[config.mk]
export PLATFORM = sky130hd
export DESIGN_NAME = wdt_down_counter
export DESIGN_NICKNAME = d
export VERILOG_FILES = /design/src/rtl/wdt_pkg.sv /design/src/rtl/wdt_cmd_ctrl.sv /design/src/rtl/wdt_prescaler.sv /design/src/rtl/wdt_count_core.sv /design/src/rtl/wdt_irq_ctrl.sv /design/src/rtl/wdt_down_counter.sv
export SDC_FILE = /design/constraint.sdc
export NUM_CORES = 1
export LEC_CHECK = 0
export CORE_UTILIZATION = 30
export DETAILED_ROUTE_END_ITERATION = 7
export DONT_BUFFER_PORTS = 1
export MAX_ROUTING_LAYER = met4
export PLACE_DENSITY = 0.42
export SYNTH_ARGS = -nofsm -noshare
export SYNTH_HDL_FRONTEND = slang
export SYNTH_HIERARCHICAL = 1
export SYNTH_SLANG_ARGS = --single-unit
[constraint.sdc]
create_clock -name clk -period 4.23 [get_ports clk]
set_clock_uncertainty 0.15 [all_clocks]
set_input_delay 0.2115 -clock clk [delete_from_list [all_inputs] [get_ports clk]]
set_output_delay 0.2115 -clock clk [all_outputs]
set_load 0.1 [all_outputs]
[src/rtl/wdt_pkg.sv]
package wdt_pkg;
    localparam int HALF_W  = 16;
    localparam int COUNT_W = 2 * HALF_W;

    typedef enum logic {
        HALF_LO = 1'b0,
        HALF_HI = 1'b1
    } half_e;

    typedef struct packed {
        logic run;
        logic halt;
    } cmd_bits_t;

    typedef struct packed {
        logic              en;
        half_e             sel;
        logic [HALF_W-1:0] data;
    } half_wr_t;

    function automatic logic [COUNT_W-1:0] merge_half(
        input logic [COUNT_W-1:0] cur,
        input half_wr_t           wr
    );
        logic [COUNT_W-1:0] nxt;
        nxt = cur;
        if (wr.sel == HALF_HI) nxt[COUNT_W-1:HALF_W] = wr.data;
        else                   nxt[HALF_W-1:0]       = wr.data;
        return nxt;
    endfunction
endpackage

[src/rtl/wdt_cmd_ctrl.sv]
module wdt_cmd_ctrl
    import wdt_pkg::*;
(
    input  logic      clk,
    input  logic      rst,
    input  logic      sw_rst,
    input  logic      cmd_start,
    input  logic      cmd_stop,
    output cmd_bits_t cmd_q
);
    always_ff @(posedge clk) begin
        if (rst || sw_rst) begin
            cmd_q.run  <= 1'b0;
            cmd_q.halt <= 1'b1;
        end else if (cmd_start) begin
            cmd_q.run  <= 1'b1;
            cmd_q.halt <= 1'b0;
        end else if (cmd_stop) begin
            cmd_q.run  <= 1'b0;
            cmd_q.halt <= 1'b1;
        end
    end

    p_cmd_exclusive_r4: assert property (@(posedge clk) disable iff (rst)
        !(cmd_q.run && cmd_q.halt));
    p_sw_rst_halts_r10: assert property (@(posedge clk) disable iff (rst)
        sw_rst |=> (cmd_q.halt && !cmd_q.run));
    p_start_runs_r2: assert property (@(posedge clk) disable iff (rst)
        (cmd_start && !sw_rst) |=> (cmd_q.run && !cmd_q.halt));
    p_stop_halts_r3: assert property (@(posedge clk) disable iff (rst)
        (cmd_stop && !cmd_start) |=> cmd_q.halt);
endmodule

[src/rtl/wdt_prescaler.sv]
module wdt_prescaler #(
    parameter int CLKS_PER_TICK = 10
) (
    input  logic clk,
    input  logic rst,
    input  logic enable,
    input  logic restart,
    output logic tick
);
    localparam int PRESC_W = (CLKS_PER_TICK > 1) ? $clog2(CLKS_PER_TICK) : 1;
    localparam logic [PRESC_W-1:0] LAST = PRESC_W'(CLKS_PER_TICK - 1);

    logic [PRESC_W-1:0] phase_q;

    assign tick = enable && !restart && (phase_q == LAST);

    always_ff @(posedge clk) begin
        if (rst || restart || !enable) phase_q <= '0;
        else if (phase_q == LAST)      phase_q <= '0;
        else                           phase_q <= phase_q + 1'b1;
    end

    p_tick_needs_enable_r3: assert property (@(posedge clk) disable iff (rst)
        tick |-> enable);
    p_no_back_to_back_tick_r2: assert property (@(posedge clk) disable iff (rst)
        tick |=> !tick);
endmodule

[src/rtl/wdt_count_core.sv]
module wdt_count_core
    import wdt_pkg::*;
(
    input  logic              clk,
    input  logic              rst,
    input  logic              tick,
    input  half_wr_t          wr,
    input  logic              rd_en,
    input  half_e             rd_sel,
    output logic [HALF_W-1:0] rd_data,
    output logic              underflow
);
    logic [COUNT_W-1:0] count_q;
    logic [HALF_W-1:0]  shadow_q;

    assign underflow = tick && !wr.en && (count_q == '0);
    assign rd_data   = (rd_sel == HALF_HI) ? shadow_q : count_q[HALF_W-1:0];

    always_ff @(posedge clk) begin
        if (rst) begin
            count_q <= '0;
        end else if (wr.en) begin
            count_q <= merge_half(count_q, wr);
        end else if (tick) begin
            count_q <= count_q - COUNT_W'(1);
        end
    end

    always_ff @(posedge clk) begin
        if (rst)                                shadow_q <= '0;
        else if (rd_en && (rd_sel == HALF_LO))  shadow_q <= count_q[COUNT_W-1:HALF_W];
    end

    p_hold_without_event_r3: assert property (@(posedge clk) disable iff (rst)
        (!tick && !wr.en) |=> $stable(count_q));
    p_decrement_r2: assert property (@(posedge clk) disable iff (rst)
        (tick && !wr.en && count_q != '0) |=> (count_q == $past(count_q) - COUNT_W'(1)));
    p_reload_all_ones_r5: assert property (@(posedge clk) disable iff (rst)
        (tick && !wr.en && count_q == '0) |=> (count_q == '1));
    p_write_wins_r6: assert property (@(posedge clk) disable iff (rst)
        (wr.en && wr.sel == HALF_LO) |=> (count_q[HALF_W-1:0] == $past(wr.data)));
endmodule

[src/rtl/wdt_irq_ctrl.sv]
module wdt_irq_ctrl (
    input  logic clk,
    input  logic rst,
    input  logic set_evt,
    input  logic clr_evt,
    input  logic mask,
    output logic status,
    output logic irq
);
    always_ff @(posedge clk) begin
        if (rst)          status <= 1'b0;
        else if (set_evt) status <= 1'b1;
        else if (clr_evt) status <= 1'b0;
    end

    assign irq = mask & status;

    p_set_wins_r8: assert property (@(posedge clk) disable iff (rst)
        set_evt |=> status);
    p_clear_r8: assert property (@(posedge clk) disable iff (rst)
        (clr_evt && !set_evt) |=> !status);
    p_sticky_r5: assert property (@(posedge clk) disable iff (rst)
        (status && !clr_evt) |=> status);
endmodule

[src/rtl/wdt_down_counter.sv]
module wdt_down_counter
    import wdt_pkg::*;
#(
    parameter int CLKS_PER_TICK = 10
) (
    input  logic              clk,
    input  logic              rst,
    input  logic              sw_rst,
    input  logic              cmd_start,
    input  logic              cmd_stop,
    input  logic              wr_en,
    input  logic              wr_sel,
    input  logic [HALF_W-1:0] wr_data,
    input  logic              rd_en,
    input  logic              rd_sel,
    output logic [HALF_W-1:0] rd_data,
    input  logic              tc_clear,
    input  logic              tc_mask,
    output logic              run_cmd_bit,
    output logic              halt_cmd_bit,
    output logic              tc_status,
    output logic              irq
);
    cmd_bits_t cmd_q;
    half_wr_t  wr;
    logic      tick;
    logic      underflow;
    logic      restart;

    assign wr.en   = wr_en;
    assign wr.sel  = half_e'(wr_sel);
    assign wr.data = wr_data;

    assign restart = wr_en || (cmd_start && !sw_rst);

    wdt_cmd_ctrl u_cmd (
        .clk       (clk),
        .rst       (rst),
        .sw_rst    (sw_rst),
        .cmd_start (cmd_start),
        .cmd_stop  (cmd_stop),
        .cmd_q     (cmd_q)
    );

    wdt_prescaler #(.CLKS_PER_TICK(CLKS_PER_TICK)) u_presc (
        .clk     (clk),
        .rst     (rst),
        .enable  (!cmd_q.halt),
        .restart (restart),
        .tick    (tick)
    );

    wdt_count_core u_core (
        .clk       (clk),
        .rst       (rst),
        .tick      (tick),
        .wr        (wr),
        .rd_en     (rd_en),
        .rd_sel    (half_e'(rd_sel)),
        .rd_data   (rd_data),
        .underflow (underflow)
    );

    wdt_irq_ctrl u_irq (
        .clk     (clk),
        .rst     (rst),
        .set_evt (underflow),
        .clr_evt (tc_clear),
        .mask    (tc_mask),
        .status  (tc_status),
        .irq     (irq)
    );

    assign run_cmd_bit  = cmd_q.run;
    assign halt_cmd_bit = cmd_q.halt;

    p_halted_no_underflow_r3: assert property (@(posedge clk) disable iff (rst)
        halt_cmd_bit |-> !underflow);
endmodule

Yosys cells after proc, flatten, opt, wreduce, memory -nomap -nowiden:

Index checks and enable logic that the tools add are counted.

* bits in registers: 55
* latch bits: 0
* bits in writable memories: 0
* memory bits (read-only): 0
* output and inout bits: 20
* logic and storage cells: 44
* memories: 0

* add/sub/neg operators: 2
* multipliers: 0
* div/mod/pow operators: 0
* $lt $le $gt $ge: 0
* equal/unequal tests: 3
* shift-type cells: 0
* mux-type cells: 9
* bitwise operators: 2
* reduce and logical (&&, ||, !) cells: 21

Operator list (number)
* two-way mux 32 bit: 2
* two-way mux 16 bit: 3
* zero test 32 bit: 1
* subtractor 32 x 1 -> 32 bit (second input constant): 1
* logical AND 1 bit: 6
* nonzero test 2 bit: 3
* adder 4 x 1 -> 4 bit (second input constant): 1
* == test 4 bit (second input constant): 1
* zero test 1 bit: 4
* logical OR 1 bit: 4
* two-way mux 2 bit: 2
* AND reduction 2 bit: 2
* two-way mux 1 bit: 2
* inequality test 2 x 1 -> 1 bit (second input constant): 1
* inequality test 2 bit (second input constant): 1
* OR reduction 2 bit: 1
* AND 1 bit: 1
* inverter 1 bit: 1

Logic depth before layout (Yosys ltp):

* depth in word-level cells: 9
* gate-level depth with buffers: 10

Hierarchy:

Netlist, hierarchy kept.

By module, submodules not included
* wdt_count_core: instances 1, cells an instance 373, area each 2880.3 um^2, seq. area each 960.9 um^2
* wdt_prescaler: instances 1, cells an instance 18, area each 182.7 um^2, seq. area each 80.1 um^2
* wdt_cmd_ctrl: instances 1, cells an instance 7, area each 66.3 um^2, seq. area each 40.0 um^2
* wdt_irq_ctrl: instances 1, cells an instance 5, area each 45.0 um^2, seq. area each 20.0 um^2
* wdt_down_counter: instances 1, cells an instance 3, area each 15.0 um^2, seq. area each 0.0 um^2

Worst setup path before layout:

OpenSTA, ideal clock, no wires.

* path type: register -> output
* start: register u_core.count_q[10]
* end: output rd_data[10]
* data arrival time: 2609 ps
* setup slack: 1260 ps
* cell stages (with the launch flop): 3
* buffers on the path: 0
* path through: dfxtp_1 inv_1 o21ai_0

* longest elaborated chain between the ends: 1

Ends and longest elaborated chain
* from (decl): line wdt_count_core.sv:13 `logic [COUNT_W-1:0] count_q;`
* from (signal assigned): line wdt_count_core.sv:23 `count_q <= merge_half(count_q, wr);`
* from (signal assigned): line wdt_count_core.sv:25 `count_q <= count_q - COUNT_W'(1);`
* two-way mux 16 bit: line wdt_count_core.sv:17 `assign rd_data = (rd_sel == HALF_HI) ? shadow_q : count_q[HALF_W-1:0];`
* to (decl): line wdt_down_counter.sv:16 `output logic [HALF_W-1:0] rd_data,`

No other way between the ends.

Worst setup path in the final report:

* start: register u_core.count_q[1]
* end: register u_irq.status

* longest elaborated chain between the ends: 3

Ends and longest elaborated chain
* zero test 32 bit (*): line wdt_count_core.sv:16 `assign underflow = tick && !wr.en && (count_q == '0);`
* logical AND 1 bit (*): line wdt_count_core.sv:16
* named net underflow: line wdt_down_counter.sv:27 `logic underflow;`
* two-way mux 1 bit or nonzero test 2 bit (tied branches)
* to (signal assigned): line wdt_irq_ctrl.sv:11 `if (rst) status <= 1'b0;`
* to (signal assigned): line wdt_irq_ctrl.sv:12 `else if (set_evt) status <= 1'b1;`
* to (signal assigned): line wdt_irq_ctrl.sv:13 `else if (clr_evt) status <= 1'b0;`
* to (decl): line wdt_irq_ctrl.sv:7 `output logic status,`

The timed path passes the listed nets; every way through them passes the cells marked *.
A chain may end at the register's enable or synchronous reset.

==> results.yml <==
outcome:
  status: "finished, final reports clean"
yosys:
  synthCells: 406
  synth_cell_types: 66
  post-synth-top-area-cell: "dfxtp_1"
  synthesis.area_mm2: 0.00319
  ys_ff_latch: 55
  async_flop_share_pct: 0
  synth-edff-count: 0
  netlist_top_cells_area: "dfxtp_1, nand2_1, a21oi_1, mux2_2, nor2_1"
  synth_top_area_share_pct: 34.5
  avgSynthCellArea_um2: 7.86
  synth_fp_nets: 436
  synth_warnings: 6
  yosysSeqAreaShare_pct: 34.5
  synthFlopType: "dfxtp_1"
critical_path:
  required_ps: 4340
  reg2reg_depth: 10
  crit_path_top_delay_cell: "or4b_1"
  cp_common_cell: "inv_1"
  worst_ep_arrival_time_ps: 3430
  path_max_fanout: 6
  cpPeakStageDelay_ps: 590
  worstSetupPathType: "register to register"
  crit_path_end_kind: "register"
  worstPathCellList: "inv_1, ha_1, or4b_1, nor3_2, and2_1, nand3_1, nor3_1, inv_1, a21oi_2, dlygate4sd3_1"
  critPathLaunchType: "register"
power:
  p_leak_nw: 1.28
  power_density_mw_per_mm2: 333
  irDropWorstVdd_mv: 0.141
clocking:
  cts_hold_buffers: 24
  cts_buffers: 5
  clk_pin_slew_ps: 100
  cts.sinks: 55
  cts_tree: "done"
  cts_setup_buffers: 0
  clk_latency_ps: 310
  htreeDepth: 2
  post_cts_resized: 0
  cts-root-buf: "clkbuf_8"
  cts_max_path_buffers: 2
timing:
  worst_pin_slew_ps: 1100
  hold_viol: 0
  drv_slew: 0
  fin_crit_sh_pct: 78.6
  fmax_ghz: 0.301
  rsz0062_at_grt: "false"
  tns_ps: 0
  setup_ws_ps: 904
  relSlewSlack_pct: 26.9
  setup_violations: 0
  fin_crit_ps: 3330
layout:
  areaGrowthSynthToFinish_pct: 14.6
  finish.net_count: 442
  drive_above_1_share_pct: 11.6
  mostFrequentLayoutCell: "nand2_1"
  seqCellArea_mm2: 0.00110
  multi_input_area_mm2: 0.00195
  final_area_mm2: 0.00365
  fill_cells: 1121
  final_cell_mix: "nand2_1, dfxtp_1, a21oi_1, nor2_1, dlygate4sd3_1"
  antenna_cells: 0
grt:
  grt_pass1_wl_um: 17600
  grt_pass1_vias: 3044
  track_usage_pct: 21.2
  grt_max_degree: 53
  overflow: 0
  grt_antenna_before_repair: 0
min_path:
  hold_path_depth: 3
  hold_path_class: "primary input to register"
placement:
  dp_slack_ps: 1500
  place_congestion: 0.782
  place_area_mm2: 0.00330
  dp_hpwl_um: 7100
  port_buffers: 0
routing:
  routed_via_density: 5.68
  first_pass_iters: 5
  drt_first_iter_violations: 204
  ant_nets: 0
  drc: 0
  num_vias: 3121
  wl_per_cell_um: 20.2
  wirelength_um: 11100
floorplan:
  core_area_mm2: 0.0103
  start_util_pct: 30.9
  fp.dieW_um: 105
  fp-row-count: 37
  die_h_um: 105
  ios: 47
  die_area_mm2: 0.0110
job:
  cap_violations: 0
-- metal layers --
layer / track usage, % / routed length, µm / vias to the layer above
met1: 29.0 / 5440 / 1501
met2: 31.3 / 4860 / 100
met4: 8.45 / 239 / 0
met5: - / 0 / -
li1: - / - / 1498
met3: 3.12 / 537 / 22
-- kinds of logic after synthesis --
logic type,Yosys count,synth area share [%]
flops,55,34.5
simple gates,177,30.1
fa+ha+maj,3,1.18
compound gates,110,22.0
buf+inv,39,4.94
xor+xnor,4,1.10
mux,18,6.20
-- synth_stat cells (3+ instances only) --
library cell,instances
nor4b_1,3
inv_1,9
o21ai_0,16
nor3_1,9
mux2i_1,4
a31oi_1,8
nor3_2,3
mux2_2,12
o311ai_0,3
nor2b_1,7
nand4_1,10
xor2_1,3
o22ai_1,4
o21ai_1,6
a21oi_1,36
nor3b_1,3
a21o_1,6
nor4_1,5
dfxtp_1,55
nand2b_1,4
or3_1,3
buf_2,3
or4_1,4
clkbuf_1,23
a211oi_1,4
nand2_1,58
a32oi_1,5
nor2_1,35
ha_1,3
nand3_1,10
-- final cells by class --
type / count / share of cell area [%]
multi-input cells: 312 / 53.5
well taps: 136 / 4.66
flip-flops and latches: 55 / 30.1
inverters: 9 / 0.924
clock buffers: 8 / 2.74
repair buffers: 29 / 8.08
-- per-stage QoR --
step | power [mW] | utilization [%] | hold WS (ps) | instances
CTS | 1.23 | 35.4 | 3.21 | 549
finish | 1.22 | 35.4 | 25.7 | 549
floorplan | 0.818 | - | 124 | 406
global placement | 0.862 | 31.9 | 129 | 517
detailed placement | 0.861 | 31.9 | 130 | 517
global route | 1.28 | 35.4 | 14.9 | 549
-- flip-flops by register name, summed over array words and instances, names as in the netlist --
signal,count
u_presc/phase_q,4
u_cmd/cmd_q,2
u_core/count_q,32
u_core/shadow_q,16
u_irq/status,1
-- critical path: cells and delay by family, from the launching register on --
| kind | cells | cell delay (ps) |
|---|---|---|
| DFF | 1 | 350 |
| AOI/OAI and AO/OA | 1 | 110 |
| and+or+nand+nor | 5 | 1630 |
| buffers and inverters | 3 | 770 |
| adders and majority gates | 1 | 280 |
-- power by group --
group          total, mW  switching, mW  internal (mW)
combinational      0.302          0.205         0.0969
sequential         0.583         0.0411          0.542
clock              0.332          0.182          0.150
-- worst paths after layout --
path                                         from                               to  slack, ps
setup / recovery   u_core/count_q[1]$_SDFFE_PP0P_        u_irq/status$_SDFFE_PP0P_        900
hold / removal                              wr_en  u_core/count_q[13]$_SDFFE_PP0P_         30
setup reg to reg   u_core/count_q[1]$_SDFFE_PP0P_        u_irq/status$_SDFFE_PP0P_        900
hold reg to reg   u_core/shadow_q[3]$_SDFFE_PP0P_  u_core/shadow_q[3]$_SDFFE_PP0P_        310
No activity file was read; power rests on OpenSTA's default activity.
